===== config.mk =====
export PLATFORM = sky130hd
export DESIGN_NAME = supmon_mode_ctrl
export DESIGN_NICKNAME = d
export VERILOG_FILES = /design/src/rtl/supmon_pkg.sv /design/src/rtl/supmon_sync.sv /design/src/rtl/supmon_filter.sv /design/src/rtl/supmon_por.sv /design/src/rtl/supmon_mode_ctrl.sv
export SDC_FILE = /design/constraint.sdc
export NUM_CORES = 1
export LEC_CHECK = 0
export BUFFER_PORTS_ARGS = -buffer_cell sky130_fd_sc_hd__buf_2
export CAP_MARGIN = 0
export CORE_ASPECT_RATIO = 0.6
export CORE_MARGIN = 5
export CORE_UTILIZATION = 55
export DETAILED_ROUTE_END_ITERATION = 6
export GPL_TIMING_DRIVEN = 0
export HOLD_SLACK_MARGIN = 0.15
export MAX_ROUTING_LAYER = met4
export PLACE_DENSITY = 0.77
export SYNTH_ARGS = -nofsm -noshare
export SYNTH_HDL_FRONTEND = slang
export SYNTH_SLANG_ARGS = --single-unit

===== constraint.sdc =====
create_clock -name clk -period 2.05 [get_ports clk]
set_clock_uncertainty 0.05 [all_clocks]
set_input_delay 0.205 -clock clk [delete_from_list [all_inputs] [get_ports clk]]
set_output_delay 0.205 -clock clk [all_outputs]
set_load 0.01 [all_outputs]

===== src/rtl/supmon_pkg.sv =====
package supmon_pkg;

  typedef enum logic [1:0] {
    MD_MAIN  = 2'd0,
    MD_SLEEP = 2'd1,
    MD_WDOG  = 2'd2,
    MD_BATT  = 2'd3
  } md_e;

  // Four-way decode of the sleep pin and the main-versus-battery flag.
  function automatic md_e pick_mode(input logic sleep_pin, input logic main_hi);
    md_e m;
    case ({sleep_pin, main_hi})
      2'b01:   m = MD_MAIN;
      2'b00:   m = MD_SLEEP;
      2'b11:   m = MD_WDOG;
      default: m = MD_BATT;
    endcase
    return m;
  endfunction

  // Which comparator guards the reset in a given mode.
  function automatic logic guarded_flag(input md_e m, input logic vin_hi, input logic bat_hi);
    return (m == MD_BATT) ? bat_hi : vin_hi;
  endfunction

endpackage


===== src/rtl/supmon_sync.sv =====
module supmon_sync #(
  parameter int unsigned W = 4
) (
  input  logic         clk,
  input  logic         rst_n,
  input  logic [W-1:0] d,
  output logic [W-1:0] q
);
  logic [W-1:0] meta;

  always_ff @(posedge clk or negedge rst_n) begin
    if (!rst_n) begin
      meta <= '0;
      q    <= '0;
    end else begin
      meta <= d;
      q    <= meta;
    end
  end
endmodule


===== src/rtl/supmon_filter.sv =====
module supmon_filter #(
  parameter int unsigned SENS_TICKS = 1250
) (
  input  logic clk,
  input  logic rst_n,
  input  logic flag_ok,
  output logic dropped
);
  localparam int unsigned CW = $clog2(SENS_TICKS + 1);
  localparam logic [CW-1:0] LIM = CW'(SENS_TICKS);

  logic [CW-1:0] low_cnt;

  always_ff @(posedge clk or negedge rst_n) begin
    if (!rst_n)              low_cnt <= '0;
    else if (flag_ok)        low_cnt <= '0;
    else if (low_cnt != LIM) low_cnt <= low_cnt + 1'b1;
  end

  assign dropped = (low_cnt == LIM);
endmodule


===== src/rtl/supmon_por.sv =====
module supmon_por #(
  parameter int unsigned POR_TICKS = 20000000
) (
  input  logic clk,
  input  logic rst_n,
  input  logic restart,
  output logic done
);
  localparam int unsigned CW = $clog2(POR_TICKS + 1);
  localparam logic [CW-1:0] LIM = CW'(POR_TICKS);

  logic [CW-1:0] por_cnt;

  always_ff @(posedge clk or negedge rst_n) begin
    if (!rst_n)              por_cnt <= '0;
    else if (restart)        por_cnt <= '0;
    else if (por_cnt != LIM) por_cnt <= por_cnt + 1'b1;
  end

  assign done = (por_cnt == LIM);
endmodule


===== src/rtl/supmon_mode_ctrl.sv =====
module supmon_mode_ctrl
  import supmon_pkg::*;
#(
  parameter int unsigned SENS_TICKS = 1250,
  parameter int unsigned POR_TICKS  = 20000000
) (
  input  logic       clk,
  input  logic       rst_n,
  input  logic       vin_hi_a,
  input  logic       main_hi_a,
  input  logic       bat_hi_a,
  input  logic       sleep_pin_a,
  output logic       rst_req_n,
  output logic       wd_en,
  output logic       pfail_n,
  output logic [1:0] mode_o
);
  localparam int unsigned NIN = 4;

  logic [NIN-1:0] raw_in, sync_in;
  logic s_vin, s_main, s_bat, s_sleep;

  assign raw_in = {sleep_pin_a, bat_hi_a, main_hi_a, vin_hi_a};

  supmon_sync #(.W(NIN)) u_sync (
    .clk(clk), .rst_n(rst_n), .d(raw_in), .q(sync_in)
  );

  assign {s_sleep, s_bat, s_main, s_vin} = sync_in;

  // Named internal events, brought out for the checker.
  md_e  mode, mode_q;
  logic mode_chg;
  logic mon_ok;
  logic dropped;
  logic por_done;
  logic released;

  assign mode     = pick_mode(s_sleep, s_main);
  assign mode_chg = (mode != mode_q);
  assign mon_ok   = guarded_flag(mode, s_vin, s_bat);

  always_ff @(posedge clk or negedge rst_n) begin
    if (!rst_n) mode_q <= MD_SLEEP;
    else        mode_q <= mode;
  end

  supmon_filter #(.SENS_TICKS(SENS_TICKS)) u_filter (
    .clk(clk), .rst_n(rst_n), .flag_ok(mon_ok), .dropped(dropped)
  );

  supmon_por #(.POR_TICKS(POR_TICKS)) u_por (
    .clk(clk), .rst_n(rst_n), .restart(dropped | mode_chg), .done(por_done)
  );

  assign released = por_done && !dropped && !mode_chg;

  always_ff @(posedge clk or negedge rst_n) begin
    if (!rst_n) begin
      rst_req_n <= 1'b0;
      wd_en     <= 1'b0;
      pfail_n   <= 1'b0;
    end else begin
      rst_req_n <= (mode == MD_SLEEP) ? 1'b1 : released;
      wd_en     <= (mode == MD_WDOG) && released;
      pfail_n   <= s_main;
    end
  end

  assign mode_o = mode;
endmodule


# == Word level (Yosys, flattened, before mapping) ==
# Cells that the tools add are included.
# word_totals
reg_bits,49
mem_count,0
rom_bits,0
latchBits,0
mem_bits_rw,0
# classes
eq_ne,10
n_lt_le_gt_ge,0
mux,7
bitwise_logic,1
multipliers,0
add_sub_neg,2
n_reduce_logical,8
shift,0
div_mod_pow,0
# ops
operator,n
$mux 25,2
$add 25x1->25 const B,1
$eq 25x25->1 const B,1
$ne 25x25->1 const B,1
$mux 11,2
$add 11x1->11 const B,1
$eq 11x11->1 const B,1
$ne 11x11->1 const B,1
$eq 2x2->1 const B,3
$pmux 2 s3,1
$eq 2x1->1 const B,2
$reduce_bool 2->1,2
$logic_and 1x1->1,3
$logic_not 1->1,2
$logic_not 2->1,1
$mux 1,2
$ne 2x2->1,1
$or 1x1->1,1

# == Longest topological paths before layout ==
# logic_depth
word_depth,6
depth_mapped,7
mapped_depth_nobuf,6

# == Cells and area by module ==
# A second synthesis with hierarchy kept.
# hier_totals
cells_unflattened,230
area_unflattened_um2,2372.3
# modules_own_cells
module,area_per_inst_um2,instances,cells_each
supmon_por,1361.3,1,143
supmon_filter,590.6,1,60
supmon_mode_ctrl,220.2,1,19
supmon_sync,200.2,1,8

# == Worst setup path before layout ==
# OpenSTA, ideal clock, no wires.
# synth_timing
path_kind,register to register
from,reg u_por.por_cnt[15]
to,reg u_por.por_cnt[2]
n_path_buf,0
period_less_slack_ns,1.790
arrival_ns,1.660
stages_incl_launch_ff,5
setup_ns,0.079
required_time_ns,1.921
setup_slack_ns,0.260
path_cell_list,dfrtp_1 or4b_1 or3_1 o21ai_0 mux2i_1
# synth_between
elab_chain_len,2
# synth_rtl
element,line,text
start: declaration,supmon_por.sv:12,logic [CW-1:0] por_cnt;
start signal: assignment,supmon_por.sv:17,else if (por_cnt != LIM) por_cnt <= por_cnt + 1'b1;
$ne 25x25->1,supmon_por.sv:17,
$reduce_bool 2->1 (no line),n/a,
# Every way passes these cells.
# A chain may end at the register's enable or synchronous reset.

# == Worst setup path in the final report ==
# layout_timing
from,reg u_por.por_cnt[8]
to,reg u_por.por_cnt[23]
# layout_between
elab_chain_len,3
# layout_rtl
element,line,text
$add 25x1->25,supmon_por.sv:17,
$mux 25,supmon_por.sv:17,
$mux 25,supmon_por.sv:16,else if (restart) por_cnt <= '0;
# Several ways; a longest one is shown, not always the timed one. The select of a mux whose other input is x is not followed.

==> impl_metrics.json <==
{
  "status": "complete, no violations",
  "yosysMostFrequentCell": "dfrtp_1",
  "synth_nets": 238,
  "htreeDepth": 2,
  "grt-ovfl-total": 0,
  "grt_max_degree": 50,
  "cp_top_family": "simple AND/OR/NAND/NOR gates",
  "ys.flop_type": "dfrtp_1",
  "die_w_um": 94.20,
  "hold_path.class": "flip-flop to flip-flop",
  "cp_num_buf_inv": 1,
  "rsz0062_at_grt": "no",
  "cts_root_buffer": "clkbuf_8",
  "fin_crit_sh_pct": 94.64,
  "grt_pass1_vias": 1540,
  "gp_congestion": 0.8752,
  "die_area_um2": 5701,
  "reg2reg_slack_ns": 0.11,
  "num-nets-final": 261,
  "cpMaxStageDelayCell": "dfrtp_1",
  "first_pass_iters": 5,
  "synth_commonest_cells": "dfrtp_1 (48), nor2_1 (22), nand3_1 (17), nand2_1 (14), xnor2_1 (14)",
  "wl_met2_um": 1737,
  "cap_violations": 0,
  "drt-initial-drc-count": 107,
  "drc_errors": 0,
  "power.density_nw_per_um2": 690.7,
  "cp-start-kind": "flip-flop",
  "routed_wl_um": 4614,
  "slowest_delay_ns": 0.43,
  "syn_avg_cell_area_um2": 10.26,
  "ant_nets": 0,
  "reg2reg_depth": 5,
  "crit_fanout": 10,
  "vdd_drop_max_v": 0.0004837,
  "ys_types": 36,
  "path_class": "flip-flop to flip-flop",
  "cts_buffers": 5,
  "crit_path_end_kind": "flip-flop",
  "crit_chain": "and3_1, nand4_1, buf_2, or4_1, a21oi_1",
  "slew_viol_final": 0,
  "ys_warn_count": 0,
  "dp_hpwl_um": 3144,
  "nFillCells": 337,
  "p_leak_nw": 1.046,
  "worstReg2RegEnd": "u_por.por_cnt[23]",
  "synth_top_area_share_pct": 51.34,
  "grt_usage_pct": 18.72,
  "total_power_mw": 1.829,
  "die_y_um": 60.52,
  "syn_area_um2": 2340,
  "num_io_pins": 11,
  "rows": 18,
  "wl_met3_um": 268,
  "grt_pass1_wl_um": 7734,
  "slew_headroom_pct": 30.25,
  "async_flop_share_pct": 100.0,
  "synthCells": 228,
  "max_freq_ghz": 0.5154,
  "post-place-cells": 298,
  "hold_start": "u_sync.meta[0]",
  "min_to": "u_sync.q[0]",
  "ys_ff_latch": 49,
  "avgViaCountPerCell": 5.625,
  "seq_area_frac_synth_pct": 52.46,
  "finalNonFillerCells": 312,
  "regToRegStartpoint": "u_por.por_cnt[8]",
  "topRoutingLayerUsed": "met4",
  "synth_top_area_cell": "dfrtp_1",
  "wl_per_cell_um": 14.79,
  "path_clk_slew_ns": 0.09,
  "antenna_found_initial": 0,
  "synth-edff-count": 0,
  "holdPathStages": 0,
  "core_um2": 4099,
  "syn2layout_area_growth_pct": 13.16,
  "final_layout_size_suffix_gt1_share_pct": 12.70,
  "setup_violations": 0,
  "port_buffers": 10,
  "worstPathRequired_ns": 2.23,
  "tritoncts": "built",
  "min_period_ns": 1.940,
  "synthTopCellsByArea": "dfrtp_1 (51%), xnor2_1 (5.2%), nand3_1 (3.6%)",
  "clock_path_buffers": 2,
  "vias": 1755,
  "arrival_ns": 2.12,
  "hold_viol": 0,
  "clk-insertion-delay-late_ns": 0.31,
  "met1Wirelength_um": 2546,
  "numClockSinks": 49,
  "tightestPinTransition_ns": 1.046,
  "antennaDiodeCount": 0,
  "start_util_pct": 57.08
}
## layout make-up
type                            count  area [µm²]  share of cell area (%)
Timing Repair Buffer               16       107.6                   4.064
Tap cell                           60       75.07                   2.836
Sequential cell                    49        1231                   46.50
Inverter                            6       22.52                  0.8507
Clock inverter                      3       46.29                   1.749
Multi-Input combinational cell    166        1057                   39.93
Buffer                              7       38.79                   1.465
Clock buffer                        5       68.82                   2.599
## worst reg2reg max path, stage by stage, from the launching register on
cell	delay, ns
dfrtp_1	0.43
and3_1	0.25
nand4_1	0.26
buf_2	0.28
or4_1	0.41
a21oi_1	0.18
## stage by stage
stage	hold slack (ns)	utilization [%]	worst slack (ns)	cell area [µm²]	TNS, ns
final	0.3048	64.59	0.1098	2648	0
after global routing	0.3212	64.59	0.001934	2648	0
after CTS	0.3064	64.41	0.04281	2640	0
after detailed placement	0.2644	60.13	-0.08402	2465	-1.302
after global placement	0.2625	60.13	-0.08572	2465	-1.303
after floorplan	-0.1406	-	0.2602	2340	0
## power breakdown
part	total (mW)	leakage [nW]	switching (mW)	internal [mW]
Sequential	1.02	0.648	0.0258	0.992
Clock	0.701	0.0543	0.336	0.365
Combinational	0.110	0.343	0.0684	0.0413
Total	1.83	1.05	0.430	1.40
## worst max path at each step
stage                   startpoint                 to  depth (start not counted)
2_1_floorplan    u_por.por_cnt[15]   u_por.por_cnt[2]                          4
3_3_place_gp   u_filter.low_cnt[0]   u_por.por_cnt[3]                          7
3_5_place_dp   u_filter.low_cnt[0]   u_por.por_cnt[3]                          7
4_1_cts           u_por.por_cnt[1]  u_por.por_cnt[18]                          6
5_1_grt           u_por.por_cnt[8]  u_por.por_cnt[23]                          5
6_report          u_por.por_cnt[8]  u_por.por_cnt[23]                          5
## flip-flops by register name, summed over array words and instances, names as in the netlist
| signal | count |
|---|---|
| pfail_n | 1 |
| u_sync.meta | 4 |
| u_por.por_cnt | 25 |
| mode_q | 2 |
| u_sync.q | 4 |
| rst_req_n | 1 |
| wd_en | 1 |
| u_filter.low_cnt | 11 |
## cell usage in the layout (no fill, tap or decap), drive strengths merged, types with 4 or more instances in the layout
cell type / synthesis / routed
xor2: 8 / 8
or4: 8 / 8
buf: 4 / 16
nor2: 22 / 22
nand2: 14 / 14
clkbuf: 3 / 7
nor3: 7 / 7
ha: 4 / 4
a21oi: 13 / 13
xnor2: 14 / 14
nor4: 6 / 6
inv: 6 / 6
dfrtp: 48 / 48
o31ai: 8 / 8
nand4: 10 / 10
dlygate4sd3: 0 / 5
o21ai: 5 / 5
nand3: 17 / 17
and3: 5 / 5
## cells by family after synthesis
kind of cell	Yosys count	synth area share [%]
DFF	49	52.46
adders and majority gates	4	2.139
muxes	2	0.8556
AOI/OAI and AO/OA	30	7.701
xor gates and xnor gates	22	8.236
buffers and inverters	13	2.567
and+or+nand+nor	108	26.04
## per-layer routing
metal	vias up	global-route usage (%)
met5	-	-
met4	0	6.173
met3	7	4.089
met2	49	23.39
met1	830	29.30
li1	869	-
## what timing repair did
item / in CTS / in global routing
endpoints found under the hold margin: 52 / 0
pin swaps: 1 / 1
buffers inserted: 1 / 0
endpoints found under the setup margin: 20 / 6
gates resized for setup: 1 / 8
hold buffers: 5 / 0
(Power assumes the default switching activity.)
